**config.mk**
```make
export PLATFORM = sky130hd
export DESIGN_NAME = wrcal_seq
export DESIGN_NICKNAME = d
export VERILOG_FILES = /design/src/rtl/wrcal_pkg.sv /design/src/rtl/wrcal_capture.sv /design/src/rtl/wrcal_classify.sv /design/src/rtl/wrcal_try_cnt.sv /design/src/rtl/wrcal_seq.sv
export SDC_FILE = /design/constraint.sdc
export NUM_CORES = 1
export LEC_CHECK = 0
export ABC_AREA = 1
export BUFFER_PORTS_ARGS = -buffer_cell sky130_fd_sc_hd__buf_2
export CORE_ASPECT_RATIO = 1.25
export CORE_MARGIN = 3
export CORE_UTILIZATION = 45
export DETAILED_ROUTE_END_ITERATION = 12
export PLACE_DENSITY_LB_ADDON = 0.05
export SLEW_MARGIN = 0
export SYNTH_ARGS = -nofsm -noshare
export SYNTH_HDL_FRONTEND = slang
export SYNTH_SLANG_ARGS = --single-unit
```
**constraint.sdc**
```tcl
create_clock -name clk -period 2.15 [get_ports clk]
set_input_delay 0.43 -clock clk [delete_from_list [all_inputs] [get_ports clk]]
set_output_delay 0.43 -clock clk [all_outputs]
set_load 0.01 [all_outputs]
```
**src/rtl/wrcal_pkg.sv**
```systemverilog
package wrcal_pkg;

    localparam int BYTE_W  = 8;
    localparam int BEATS   = 8;
    localparam int BURST_W = BYTE_W * BEATS;
    localparam int SEQ_LEN = 12;
    localparam int SEQ_W   = BYTE_W * SEQ_LEN;

    // full written sequence, first byte in the low bits
    localparam logic [SEQ_W-1:0] WR_SEQ = 96'h44EE11BB6699AA5555AA00FF;

    // number of leading bytes a late lane loses
    localparam int LATE_SKIP = 2;

    typedef enum logic [2:0] {
        ST_IDLE,
        ST_REQ,
        ST_CHECK,
        ST_SHIFT,
        ST_TAPCLR,
        ST_DONE,
        ST_FAIL
    } wrcal_state_t;

    typedef enum logic [2:0] {
        CL_MATCH,
        CL_EARLY1,
        CL_EARLY2,
        CL_LATE,
        CL_NONE
    } wrcal_class_t;

    // eight-beat window of the written sequence starting at byte offset
    function automatic logic [BURST_W-1:0] seq_window(input int offset);
        return WR_SEQ[offset*BYTE_W +: BURST_W];
    endfunction

endpackage

```
**src/rtl/wrcal_capture.sv**
```systemverilog
module wrcal_capture #(
    parameter int BURST_W = 64
) (
    input  logic               clk,
    input  logic               rst_n,
    input  logic               load,
    input  logic [BURST_W-1:0] din,
    output logic [BURST_W-1:0] dout
);

    always_ff @(posedge clk or negedge rst_n) begin
        if (!rst_n) begin
            dout <= '0;
        end else if (load) begin
            dout <= din;
        end
    end

endmodule

```
**src/rtl/wrcal_classify.sv**
```systemverilog
module wrcal_classify
    import wrcal_pkg::*;
(
    input  logic [BURST_W-1:0] burst,
    output wrcal_class_t       cls
);

    localparam logic [BURST_W-1:0] PAT_GOOD   = seq_window(0);
    localparam logic [BURST_W-1:0] PAT_EARLY1 = seq_window(2);
    localparam logic [BURST_W-1:0] PAT_EARLY2 = seq_window(4);
    localparam int                 TAIL_W     = BURST_W - LATE_SKIP*BYTE_W;
    localparam logic [TAIL_W-1:0]  PAT_LATE   = PAT_GOOD[TAIL_W-1:0];

    logic hit_good, hit_e1, hit_e2, hit_late;

    always_comb begin
        hit_good = (burst == PAT_GOOD);
        hit_e1   = (burst == PAT_EARLY1);
        hit_e2   = (burst == PAT_EARLY2);
        hit_late = (burst[BURST_W-1 -: TAIL_W] == PAT_LATE);
        if (hit_good)      cls = CL_MATCH;
        else if (hit_e2)   cls = CL_EARLY2;
        else if (hit_e1)   cls = CL_EARLY1;
        else if (hit_late) cls = CL_LATE;
        else               cls = CL_NONE;
    end

endmodule

```
**src/rtl/wrcal_try_cnt.sv**
```systemverilog
module wrcal_try_cnt #(
    parameter int MAX_TRIES = 31,
    parameter int CNT_W     = $clog2(MAX_TRIES + 1)
) (
    input  logic             clk,
    input  logic             rst_n,
    input  logic             clr,
    input  logic             inc,
    output logic [CNT_W-1:0] count,
    output logic             last_try
);

    localparam logic [CNT_W-1:0] CNT_MAX  = CNT_W'(MAX_TRIES);
    localparam logic [CNT_W-1:0] CNT_LAST = CNT_W'(MAX_TRIES - 1);

    assign last_try = (count == CNT_LAST);

    always_ff @(posedge clk or negedge rst_n) begin
        if (!rst_n) begin
            count <= '0;
        end else if (clr) begin
            count <= '0;
        end else if (inc && count != CNT_MAX) begin
            count <= count + 1'b1;
        end
    end

endmodule

```
**src/rtl/wrcal_seq.sv**
```systemverilog
module wrcal_seq
    import wrcal_pkg::*;
#(
    parameter int DQS_WIDTH = 8,
    parameter int MAX_TRIES = 31,
    parameter int LANE_W    = $clog2(DQS_WIDTH),
    parameter int CNT_W     = $clog2(MAX_TRIES + 1)
) (
    input  logic               clk,
    input  logic               rst_n,
    input  logic               cal_start,
    output logic               wr_rd_req,
    input  logic               wr_rd_ack,
    input  logic [BURST_W-1:0] rd_burst,
    output logic               shift_req,
    output logic [1:0]         shift_amt,
    input  logic               shift_ack,
    output logic               tap_clr_req,
    input  logic               tap_ack,
    output logic [LANE_W-1:0]  lane_idx,
    output logic               cal_active,
    output logic               cal_done,
    output logic               cal_err,
    output logic               pat_match,
    output logic               pat_match_tgl,
    output logic               early1,
    output logic               early2,
    output logic [CNT_W-1:0]   attempt
);

    localparam logic [LANE_W-1:0] LAST_LANE = LANE_W'(DQS_WIDTH - 1);

    wrcal_state_t       state_q, state_d;
    wrcal_class_t       cls;
    logic [BURST_W-1:0] burst_q;
    logic               start_ok, capture, last_try;
    logic               try_clr, try_inc;

    assign start_ok = cal_start &&
                      (state_q == ST_IDLE || state_q == ST_DONE || state_q == ST_FAIL);
    assign capture  = (state_q == ST_REQ) && wr_rd_ack;

    wrcal_capture #(.BURST_W(BURST_W)) u_cap (
        .clk  (clk),
        .rst_n(rst_n),
        .load (capture),
        .din  (rd_burst),
        .dout (burst_q)
    );

    wrcal_classify u_cls (
        .burst(burst_q),
        .cls  (cls)
    );

    always_comb begin
        try_clr = start_ok
               || (state_q == ST_SHIFT && shift_ack)
               || (state_q == ST_CHECK && cls == CL_MATCH && lane_idx != LAST_LANE);
        try_inc = (state_q == ST_CHECK && cls == CL_NONE);
    end

    wrcal_try_cnt #(.MAX_TRIES(MAX_TRIES), .CNT_W(CNT_W)) u_try (
        .clk     (clk),
        .rst_n   (rst_n),
        .clr     (try_clr),
        .inc     (try_inc),
        .count   (attempt),
        .last_try(last_try)
    );

    // next-state logic
    always_comb begin
        state_d = state_q;
        unique case (state_q)
            ST_IDLE, ST_DONE, ST_FAIL: begin
                if (cal_start) state_d = ST_REQ;
            end
            ST_REQ: begin
                if (wr_rd_ack) state_d = ST_CHECK;
            end
            ST_CHECK: begin
                unique case (cls)
                    CL_MATCH:  state_d = (lane_idx == LAST_LANE) ? ST_DONE : ST_REQ;
                    CL_EARLY1,
                    CL_EARLY2: state_d = ST_SHIFT;
                    CL_LATE:   state_d = ST_FAIL;
                    CL_NONE:   state_d = last_try ? ST_FAIL : ST_TAPCLR;
                    default:   state_d = ST_FAIL;
                endcase
            end
            ST_SHIFT: begin
                if (shift_ack) state_d = ST_REQ;
            end
            ST_TAPCLR: begin
                if (tap_ack) state_d = ST_REQ;
            end
            default: state_d = ST_IDLE;
        endcase
    end

    // state register
    always_ff @(posedge clk or negedge rst_n) begin
        if (!rst_n) state_q <= ST_IDLE;
        else        state_q <= state_d;
    end

    // registered outputs
    always_ff @(posedge clk or negedge rst_n) begin
        if (!rst_n) begin
            lane_idx      <= '0;
            cal_done      <= 1'b0;
            cal_err       <= 1'b0;
            pat_match     <= 1'b0;
            pat_match_tgl <= 1'b0;
            early1        <= 1'b0;
            early2        <= 1'b0;
        end else begin
            unique case (state_q)
                ST_IDLE, ST_DONE, ST_FAIL: begin
                    if (cal_start) begin
                        lane_idx  <= '0;
                        cal_done  <= 1'b0;
                        cal_err   <= 1'b0;
                        pat_match <= 1'b0;
                        early1    <= 1'b0;
                        early2    <= 1'b0;
                    end
                end
                ST_REQ: begin
                    if (wr_rd_ack) begin
                        pat_match <= 1'b0;
                        early1    <= 1'b0;
                        early2    <= 1'b0;
                    end
                end
                ST_CHECK: begin
                    unique case (cls)
                        CL_MATCH: begin
                            pat_match     <= 1'b1;
                            pat_match_tgl <= ~pat_match_tgl;
                            if (lane_idx == LAST_LANE) cal_done <= 1'b1;
                            else                       lane_idx <= lane_idx + 1'b1;
                        end
                        CL_EARLY1: early1  <= 1'b1;
                        CL_EARLY2: early2  <= 1'b1;
                        CL_LATE:   cal_err <= 1'b1;
                        CL_NONE: begin
                            if (last_try) cal_err <= 1'b1;
                        end
                        default: cal_err <= 1'b1;
                    endcase
                end
                ST_SHIFT, ST_TAPCLR: begin
                end
                default: begin
                end
            endcase
        end
    end

    always_comb begin
        wr_rd_req   = (state_q == ST_REQ);
        shift_req   = (state_q == ST_SHIFT);
        tap_clr_req = (state_q == ST_TAPCLR);
        cal_active  = (state_q == ST_REQ) || (state_q == ST_CHECK) ||
                      (state_q == ST_SHIFT) || (state_q == ST_TAPCLR);
        shift_amt   = early2 ? 2'd2 : (early1 ? 2'd1 : 2'd0);
    end

endmodule

```
Word-level counts from Yosys, hierarchy flattened

Cells that the tools add are included.

Bits in registers: 81
Input port bits: 70
Output and inout port bits: 20
Logic and storage cells: 105

Add/subtract/negate cells: 2
Eq/ne operators: 28
Mux-type cells: 34
Bitwise operators: 1
Reduce and logical (&&, ||, !) cells: 30

Operator list:

| operator             | count |
|---|---|
| $eq 64x63->1 const B | 2 |
| $eq 64x61->1 const B | 1 |
| $eq 48x48->1 const B | 1 |
| $mux 3               | 12 |
| $reduce_and 4->1     | 7 |
| $eq 3x3->1 const B   | 5 |
| $pmux 3 s5           | 1 |
| $ne 2x1->1 const B   | 7 |
| $mux 5               | 2 |
| $eq 3x2->1 const B   | 3 |
| $mux 1               | 9 |
| $pmux 1 s3           | 3 |
| $pmux 3 s3           | 1 |
| $logic_and 1x1->1    | 7 |
| $logic_or 1x1->1     | 7 |
| $eq 3x1->1 const B   | 2 |
| $logic_not 3->1      | 2 |
| $ne 2x2->1 const B   | 3 |
| $ne 3x3->1 const B   | 2 |
| $pmux 1 s2           | 3 |
| $pmux 3 s2           | 1 |
| $reduce_or 3->1      | 2 |
| $add 5x1->5 const B  | 1 |
| $eq 5x5->1 const B   | 1 |
| 8 further kinds      | 10 |

Depth between registers and ports, before layout

Gate-level depths: netlist (run 1).

Depth after elaboration: 10
Mapped depth: 12

By module

A second synthesis (run 1) with hierarchy kept.

Cell total of the unflattened synthesis: 632
Area, all modules: 4460.5 sq um

Modules (own cells, without submodules):

| module         | instances | cells each | area an instance (sq um) | sequential area each (sq um) |
|---|---|---|---|---|
| wrcal_capture  | 1         | 270        | 2446.1                   | 1601.5 |
| wrcal_seq      | 1         | 120        | 885.8                    | 300.3 |
| wrcal_classify | 1         | 206        | 842.1                    | 0.0 |
| wrcal_try_cnt  | 1         | 36         | 286.5                    | 125.1 |

Worst setup path after synthesis (run 1)

Ideal clock, no wire load.

Path kind: reg2reg
Start point: reg u_try.count[0]
End point: reg u_try.count[0]
Setup time: 66 ps
Data arrival time: 1538 ps
Data required time: 2084 ps
Path slack: 546 ps
Stages on the path, launching flop included: 8
Path through: dfrtp_1 ha_1 and3_1 ha_1 nand3b_2 nor2_2 nand3_1 nand2_1

Longest elaborated chain between the ends: 3
Elaborated cells between the ends (all ways): 6

Ends and longest elaborated chain:

| item                                               | RTL line                                 | source |
|---|---|---|
| start, declared                                    | wrcal_try_cnt.sv:9                       | `output logic [CNT_W-1:0] count,` |
| start signal, assigned                             | wrcal_try_cnt.sv:24                      | `count <= count + 1'b1;` |
| $add 5x1->5 / $ne 5x5->1 (equally long branches)   | wrcal_try_cnt.sv:24, wrcal_try_cnt.sv:23 |  |
| $mux 5 / $logic_and 1x1->1 (equally long branches) | wrcal_try_cnt.sv:23                      | `end else if (inc && count != CNT_MAX) begin` |
| $mux 5 / $reduce_bool 2->1 (equally long branches) | --                                       |  |

Several ways; a longest one is shown, not always the timed one. The select of a mux whose other input is x is not followed.
A chain may end at the register's enable or synchronous reset.

Worst setup path in the final report (run 1)

Start point: reg u_cap.dout[9]
End point: reg u_try.count[3]

Longest elaborated chain between the ends: 9
Elaborated cells between the ends (all ways): 15

Ends and longest elaborated chain:

| item                                               | RTL line             | source |
|---|---|---|
| start, declared                                    | wrcal_capture.sv:8   | `output logic [BURST_W-1:0] dout` |
| start signal, assigned                             | wrcal_capture.sv:15  | `dout <= din;` |
| $eq 64x61->1                                       | wrcal_classify.sv:18 | `hit_e1 = (burst == PAT_EARLY1);` |
| $mux 3                                             | wrcal_classify.sv:23 | `else if (hit_e1) cls = CL_EARLY1;` |
| $mux 3                                             | wrcal_classify.sv:22 | `else if (hit_e2) cls = CL_EARLY2;` |
| $mux 3 (*)                                         | wrcal_classify.sv:21 | `if (hit_good) cls = CL_MATCH;` |
| $logic_not 3->1                                    | wrcal_seq.sv:59      | `\|\| (state_q == ST_CHECK && cls == CL_MATCH && lane_idx != LAST_LANE);` |
| $logic_and 1x1->1 (2 in a row)                     | wrcal_seq.sv:59      |  |
| $logic_or 1x1->1                                   | wrcal_seq.sv:59      |  |
| $mux 5 / $reduce_bool 2->1 (equally long branches) | --                   |  |

Every way passes the cells marked *; elsewhere a longest branch is shown, timed or not.

==> results.json, run 1 <==
{
  "status": "finished clean",
  "p_seq_frac": 0.408,
  "critPathTopFamily": "simple AND/OR/NAND/NOR gates",
  "drv_slew": 0,
  "p_clk_frac": 0.230,
  "synthMuxAreaShare": 0.0994,
  "synth.yosys.seq_area_share": 0.447,
  "p_sw_mw": 2.82,
  "numCtsBuffers": 9,
  "synth_top_family_by_area": "simple AND/OR/NAND/NOR gates",
  "ios": 90,
  "crit_buf_inv": 0,
  "met2_usage": 0.369,
  "cts_hold_buf": 1,
  "synth_area_sq_mm": 0.00453,
  "cp_slowest_stage_delay_ns": 0.40,
  "ys_ff_latch": 81,
  "numClockSinks": 81,
  "drv_cap": 0,
  "netlist_instances": 591,
  "start_util": 0.467,
  "postCtsSetupBuffers": 0,
  "hold_viol": 0,
  "overflow": 0,
  "grt_pass1_wl_um": 19000,
  "clk_latency_ns": 0.34,
  "viasPerCell": 4.96,
  "multi_input_area_sq_mm": 0.00222,
  "syn-num-nets": 666,
  "arrival_ns": 2.01,
  "period_needed_ns": 1.77,
  "synth_cell_type_count": 32,
  "rows": 40,
  "fin_crit_sh": 0.825,
  "portBuffers": 89,
  "power.total_mw": 7.08,
  "wirelength_um": 11300,
  "post_cts_resized": 0,
  "finalSetupViolCount": 0,
  "cts.clk_slew.worst_paths_ns": 0.06,
  "hold_slack_ns": 0.297,
  "layout.nets": 760,
  "grt_max_degree": 40,
  "clock.fmax_ghz": 0.564,
  "synth_xor_area_frac": 0.00580,
  "synth_compound_area_frac": 0.0433,
  "grt.met3_usage": 0.0293,
  "slowest_stage": "dfrtp_1",
  "tns_ns": 0,
  "root_buffer": "clkbuf_16",
  "worst_slew_pin_slew_ns": 0.353,
  "relSlewSlack": 0.763,
  "dr.first_iter.drc_count": 171,
  "crit_chain": "nor2_1 > nand2_1 > nor2_1 > nand2_2 > nor2_4 > nand2_4 > nor3_4 > nor2_2 > nand3b_1 > nand2_1",
  "antenna_found_initial": 0,
  "coreArea_sq_mm": 0.00971,
  "leakage_nw": 2.74,
  "grt_usage": 0.219,
  "yosysWarningCount": 0,
  "die_w_um": 95.8,
  "drive_above_1_share": 0.238,
  "htreeDepth": 3,
  "synth_fa_ha_area_frac": 0.0138,
  "ir_worst_vdd_v": 0.000729,
  "grt_util_met1": 0.269,
  "seq_area_sq_mm": 0.00203,
  "fill_cells": 967,
  "path_class": "reg -> reg",
  "firstDrtPassIters": 4,
  "cts.path.max_buffers": 2,
  "clock_skew_ns": 0.00586,
  "gp_congestion": 0.921,
  "power.density_mw_per_mm2": 1290,
  "hold_path_class": "in -> reg",
  "p_comb_frac": 0.362,
  "synth_ff_type": "dfrtp_1",
  "p_sw_frac": 0.398,
  "syn_area_per_cell_sq_um": 7.67,
  "vias": 4046,
  "async_flop_share": 1.00,
  "yosys.area_share.simple": 0.326,
  "hpwl_um": 9150,
  "grt_setup_unrepaired": "false",
  "diodes": 0,
  "cp-end-kind": "register",
  "die_area_sq_mm": 0.0113,
  "area_growth_pct": 20.9,
  "p_int_mw": 4.26,
  "crit_fanout": 8,
  "grt_pass1_vias": 4080,
  "die_h_um": 118,
  "synth_edf_count": 0,
  "cts_tree": "done",
  "grt-busiest-layer": "met2",
  "required_ns": 2.38,
  "drtAntennaViolNets": 0,
  "drc_errors": 0,
  "wl_per_cell_um": 13.9,
  "start_kind": "register"
}
[routing by layer]
metal | vias up | wire length, um
met4 | 0 | 354
li1 | 2054 | -
met3 | 23 | 400
met2 | 97 | 5740
met1 | 1872 | 4840
met5 | - | 0
[kinds of logic (layout without fill, tap and decap cells)]
family                   count (synthesis)  in the layout
AO/OA/AOI/OAI                           38             38
XOR/XNOR                                 3              3
adder cells (fa/ha/maj)                  5              5
buffers and inverters                   74            173
flip-flops                              81             81
multiplexers                            40             40
AND/OR/NAND/NOR                        350            350
[worst reg2reg max path: stages (launching register included)]
cell and delay [ns]:
dfrtp_1 0.40, nor2_1 0.25, nand2_1 0.09, nor2_1 0.18, nand2_2 0.10, nor2_4 0.11
nand2_4 0.08, nor3_4 0.19, nor2_2 0.12, nand3b_1 0.09, nand2_1 0.05
[power groups by stage]
stage	combinational [mW]	sequential, mW	clock, mW
2_1_floorplan	1.96	2.71	0
3_3_place_gp	2.55	2.89	0
3_5_place_dp	2.60	2.92	0
4_1_cts	2.61	2.90	1.66
5_1_grt	2.96	3.02	1.74
6_report	2.57	2.89	1.63
[synthesized netlist by cell type (2+ instances only)]
library cell | number | share of area
a21oi_1 | 27 | 0.030
a31oi_1 | 2 | 0.0028
buf_2 | 8 | 0.0088
clkbuf_1 | 2 | 0.0017
clkinv_1 | 3 | 0.0025
dfrtp_1 | 81 | 0.45
ha_1 | 5 | 0.014
inv_1 | 51 | 0.042
inv_2 | 9 | 0.0075
mux2_1 | 14 | 0.035
mux2_2 | 26 | 0.065
nand2_1 | 147 | 0.12
nand2_2 | 5 | 0.0069
nand3_1 | 23 | 0.025
nand3b_1 | 2 | 0.0033
nand4_1 | 11 | 0.015
nor2_1 | 139 | 0.12
nor2_2 | 9 | 0.012
nor2_4 | 2 | 0.0050
nor3_1 | 5 | 0.0055
o21ai_0 | 3 | 0.0033
o21ai_1 | 5 | 0.0055
xor2_1 | 3 | 0.0058
[through the flow]
step / instance area [sq um] / worst slack (ns) / instances / util
3_5_place_dp: 5160 / 0.356 / 799 / 0.531
2_1_floorplan: 4530 / 0.546 / 591 / -
3_3_place_gp: 5160 / 0.398 / 799 / 0.531
5_1_grt: 5480 / 0.204 / 816 / 0.565
6_report: 5480 / 0.377 / 816 / 0.565
4_1_cts: 5480 / 0.351 / 816 / 0.565
[registers in the layout, summed over array words and instances (netlist names)]
signal	count
early2	1
early1	1
pat_match_tgl	1
u_cap.dout	64
state_q	3
lane_idx	3
cal_err	1
pat_match	1
u_try.count	5
cal_done	1
[final cells by class]
type,instances,area share
Inverter,63,0.0431
Timing Repair Buffer,94,0.0959
Clock inverter,5,0.0146
Sequential cell,81,0.370
Clock buffer,11,0.0425
Multi-Input combinational cell,436,0.405
Tap cell,126,0.0288
[layout by cell type, fill, tap and decap left out, drive strengths merged]
master       synthesis  routed
nand4               11      11
and3                 1       1
nand2              153     153
a31oi                2       2
nand3b               3       3
inv                 60      60
clkbuf               2      11
ha                   5       5
bufinv               0       2
buf                  9      93
a21oi               27      27
clkinv               3       4
or2                  1       1
mux2                40      40
dfrtp               81      81
dlygate4sd3          0       1
nor3                 7       7
xor2                 3       3
o21ai                8       8
nor2               150     150
nand3               24      24
o32ai                1       1
clkinvlp             0       2
[path summary, 6_finish.rpt]
kind / slack (ns) / end / from / cells past startpoint
worst min-delay path: 0.30 / u_cap.dout[59] / rd_burst[59] / 2
max in group asynchronous: 1.04 / u_cap.dout[42] / rst_n / 3
worst max-delay path: 0.38 / u_try.count[3] / u_cap.dout[9] / 10
worst max register to register: 0.38 / u_try.count[3] / u_cap.dout[9] / 10
min in group asynchronous: 0.53 / u_cap.dout[30] / rst_n / 2
worst min register to register: 0.46 / pat_match_tgl / pat_match_tgl / 1
No activity file was read; power rests on OpenSTA's default activity.
==> run 2: changes to the inputs <==
- ABC_AREA: 1 -> 0
- clock period: 2.15 -> 1.59 ns (I/O delays scaled with it)
==> results.json, run 2 <==
{
  "status": "finished with violations",
  "violations": "negative setup slack",
  "synth_area_sq_mm": 0.00378,
  "place_ws_ns": -0.587,
  "fin_cells": 606,
  "portBuffers": 89,
  "netlist_instances": 300,
  "grt_pass1_vias": 3508,
  "largest-register": "u_cap.dout",
  "overflow": 0,
  "grt_pass1_wl_um": 17700,
  "viasPerCell": 5.52,
  "wl_per_cell_um": 19.3,
  "dr.first_iter.drc_count": 155,
  "path_class": "reg -> reg",
  "die_w_um": 88.0,
  "drc_errors": 0,
  "arrival_ns": 2.34,
  "synth.yosys.seq_area_share": 0.536,
  "coreArea_sq_mm": 0.00797,
  "grt_setup_unrepaired": "true",
  "yosysTopAreaCellShare": 0.536,
  "drv_slew": 0,
  "clk_latency_ns": 0.35,
  "clock.fmax_ghz": 0.485,
  "synth_edf_count": 0,
  "crit_start": "u_cap.dout[60]",
  "syn_area_per_cell_sq_um": 12.6,
  "synth_cell_type_count": 51,
  "rows": 36,
  "grt_max_degree": 82,
  "top_regs": "u_cap.dout (64), u_try.count (5)",
  "period_needed_ns": 2.06,
  "hold_start": "rd_burst[52]",
  "layout.nets": 581,
  "yosysWarningCount": 0,
  "firstDrtPassIters": 4,
  "vias": 3344,
  "relSlewSlack": 0.718,
  "diodes": 0,
  "hpwl_um": 7340,
  "ios": 90,
  "finalSetupViolCount": 85,
  "drive_above_1_share": 0.675,
  "drv_cap": 0,
  "required_ns": 1.87,
  "die_h_um": 108,
  "fin_crit_sh": 1.30,
  "final_common_cell": "buf_2",
  "cts.path.max_buffers": 2,
  "async_flop_share": 1.00,
  "area_growth_pct": 68.1,
  "synth.area.top_cells": "dfrtp_1, mux2_2, nor4bb_1, and4b_1, ha_1",
  "leakage_nw": 3.11,
  "antenna_found_initial": 0,
  "drtAntennaViolNets": 0,
  "yosysMostFrequentCell": "dfrtp_1",
  "crit_fanout": 8,
  "numCtsBuffers": 9,
  "r2r_start": "u_cap.dout[60]",
  "hold_slack_ns": 0.189,
  "cp-end-kind": "register",
  "hold_path_class": "in -> reg",
  "ys_top_cells_by_count": "dfrtp_1, mux2_2, nand2_1",
  "power.density_mw_per_mm2": 1770,
  "grt_usage": 0.249,
  "ir_worst_vdd_v": 0.00101,
  "start_util": 0.474,
  "die_area_sq_mm": 0.00955,
  "gp_congestion": 0.780,
  "worst_slew_pin_slew_ns": 0.423,
  "cts_tree": "done",
  "synth_ff_type": "dfrtp_1",
  "mostFrequentLayoutCells": "buf_2, buf_4, dfrtp_1",
  "clock_skew_ns": 0.0126,
  "syn-num-nets": 375,
  "cts.clk_slew.worst_paths_ns": 0.09,
  "root_buffer": "clkbuf_8",
  "largest_register_ffs": 64,
  "layout_setup_ws_ns": -0.473,
  "dp.cells": 559,
  "htreeDepth": 3,
  "synth.largest_area_cell": "dfrtp_1",
  "start_kind": "register",
  "numClockSinks": 81,
  "power.total_mw": 11.3,
  "hold_viol": 0,
  "ys_ff_latch": 81,
  "wirelength_um": 11700
}
## run 2: area by class of cell
class | count | area, sq um
clock buffer | 11 | 141
inverter | 10 | 40.0
fill | 470 | 1620
multi-input combinational | 197 | 2310
timing repair buffer | 207 | 1660
clock inverter | 5 | 55.1
tap | 95 | 119
sequential | 81 | 2030
## run 2: per-layer routing
metal,global-route usage,vias up,part of all wire,routed length [um]
li1,-,1539,-,-
met1,0.305,1674,0.40,4720
met2,0.421,103,0.53,6160
met3,0.0450,28,0.034,397
met4,0.114,0,0.035,407
met5,0,-,0,0
## run 2: report_power, final
part | switching (mW) | internal [mW] | leakage, nW
sequential | 0.834 | 2.97 | 0.985
clock | 0.760 | 0.764 | 0.0953
combinational | 2.02 | 3.91 | 2.03
## run 2: logic make-up (layout without fill, tap and decap cells)
group,count (synthesis),after routing,synth area share
xor gates and xnor gates,2,2,0.00463
AOI/OAI and AO/OA,30,30,0.0549
DFF,81,81,0.536
adders and majority gates,5,5,0.0165
muxes,65,65,0.193
buffers and inverters,22,233,0.0278
and+or+nand+nor,95,95,0.167
## run 2: per-stage QoR
stage                     TNS (ns)  utilization  instance area (sq um)
after floorplan              -5.85            -                   4190
after global placement      -11.66        0.662                   5280
after detailed placement    -11.77        0.662                   5280
after CTS                   -14.75        0.774                   6170
after global routing        -22.10        0.797                   6350
final                       -15.82        0.797                   6350
## run 2: final timing paths
kind	slack, ns	cells after the start	to
hold reg to reg	0.48	1	pat_match_tgl
min in group asynchronous	0.55	3	u_cap.dout[35]
setup / recovery	-0.47	8	u_try.count[3]
hold / removal	0.19	2	u_cap.dout[52]
max in group asynchronous	0.71	3	u_cap.dout[56]
setup reg to reg	-0.47	8	u_try.count[3]
## run 2: worst max-delay path, cell delays in order (launching register included)
cell and delay, ns:
dfrtp_1 0.42, buf_4 0.16, nor4b_4 0.25, buf_4 0.16
nand4_1 0.17, nor4_4 0.23, o21a_2 0.29, or3_1 0.15
mux2i_1 0.17
## run 2: repair_timing
item / 4_1_cts / 5_1_grt
pin swaps: 27 / 20
hold buffers: 1 / 0
endpoints found under the setup margin: 85 / 85
cloned: 8 / 0
setup buffers: 21 / 9
hold endpoints to repair: 31 / 0
resized for setup: 67 / 37
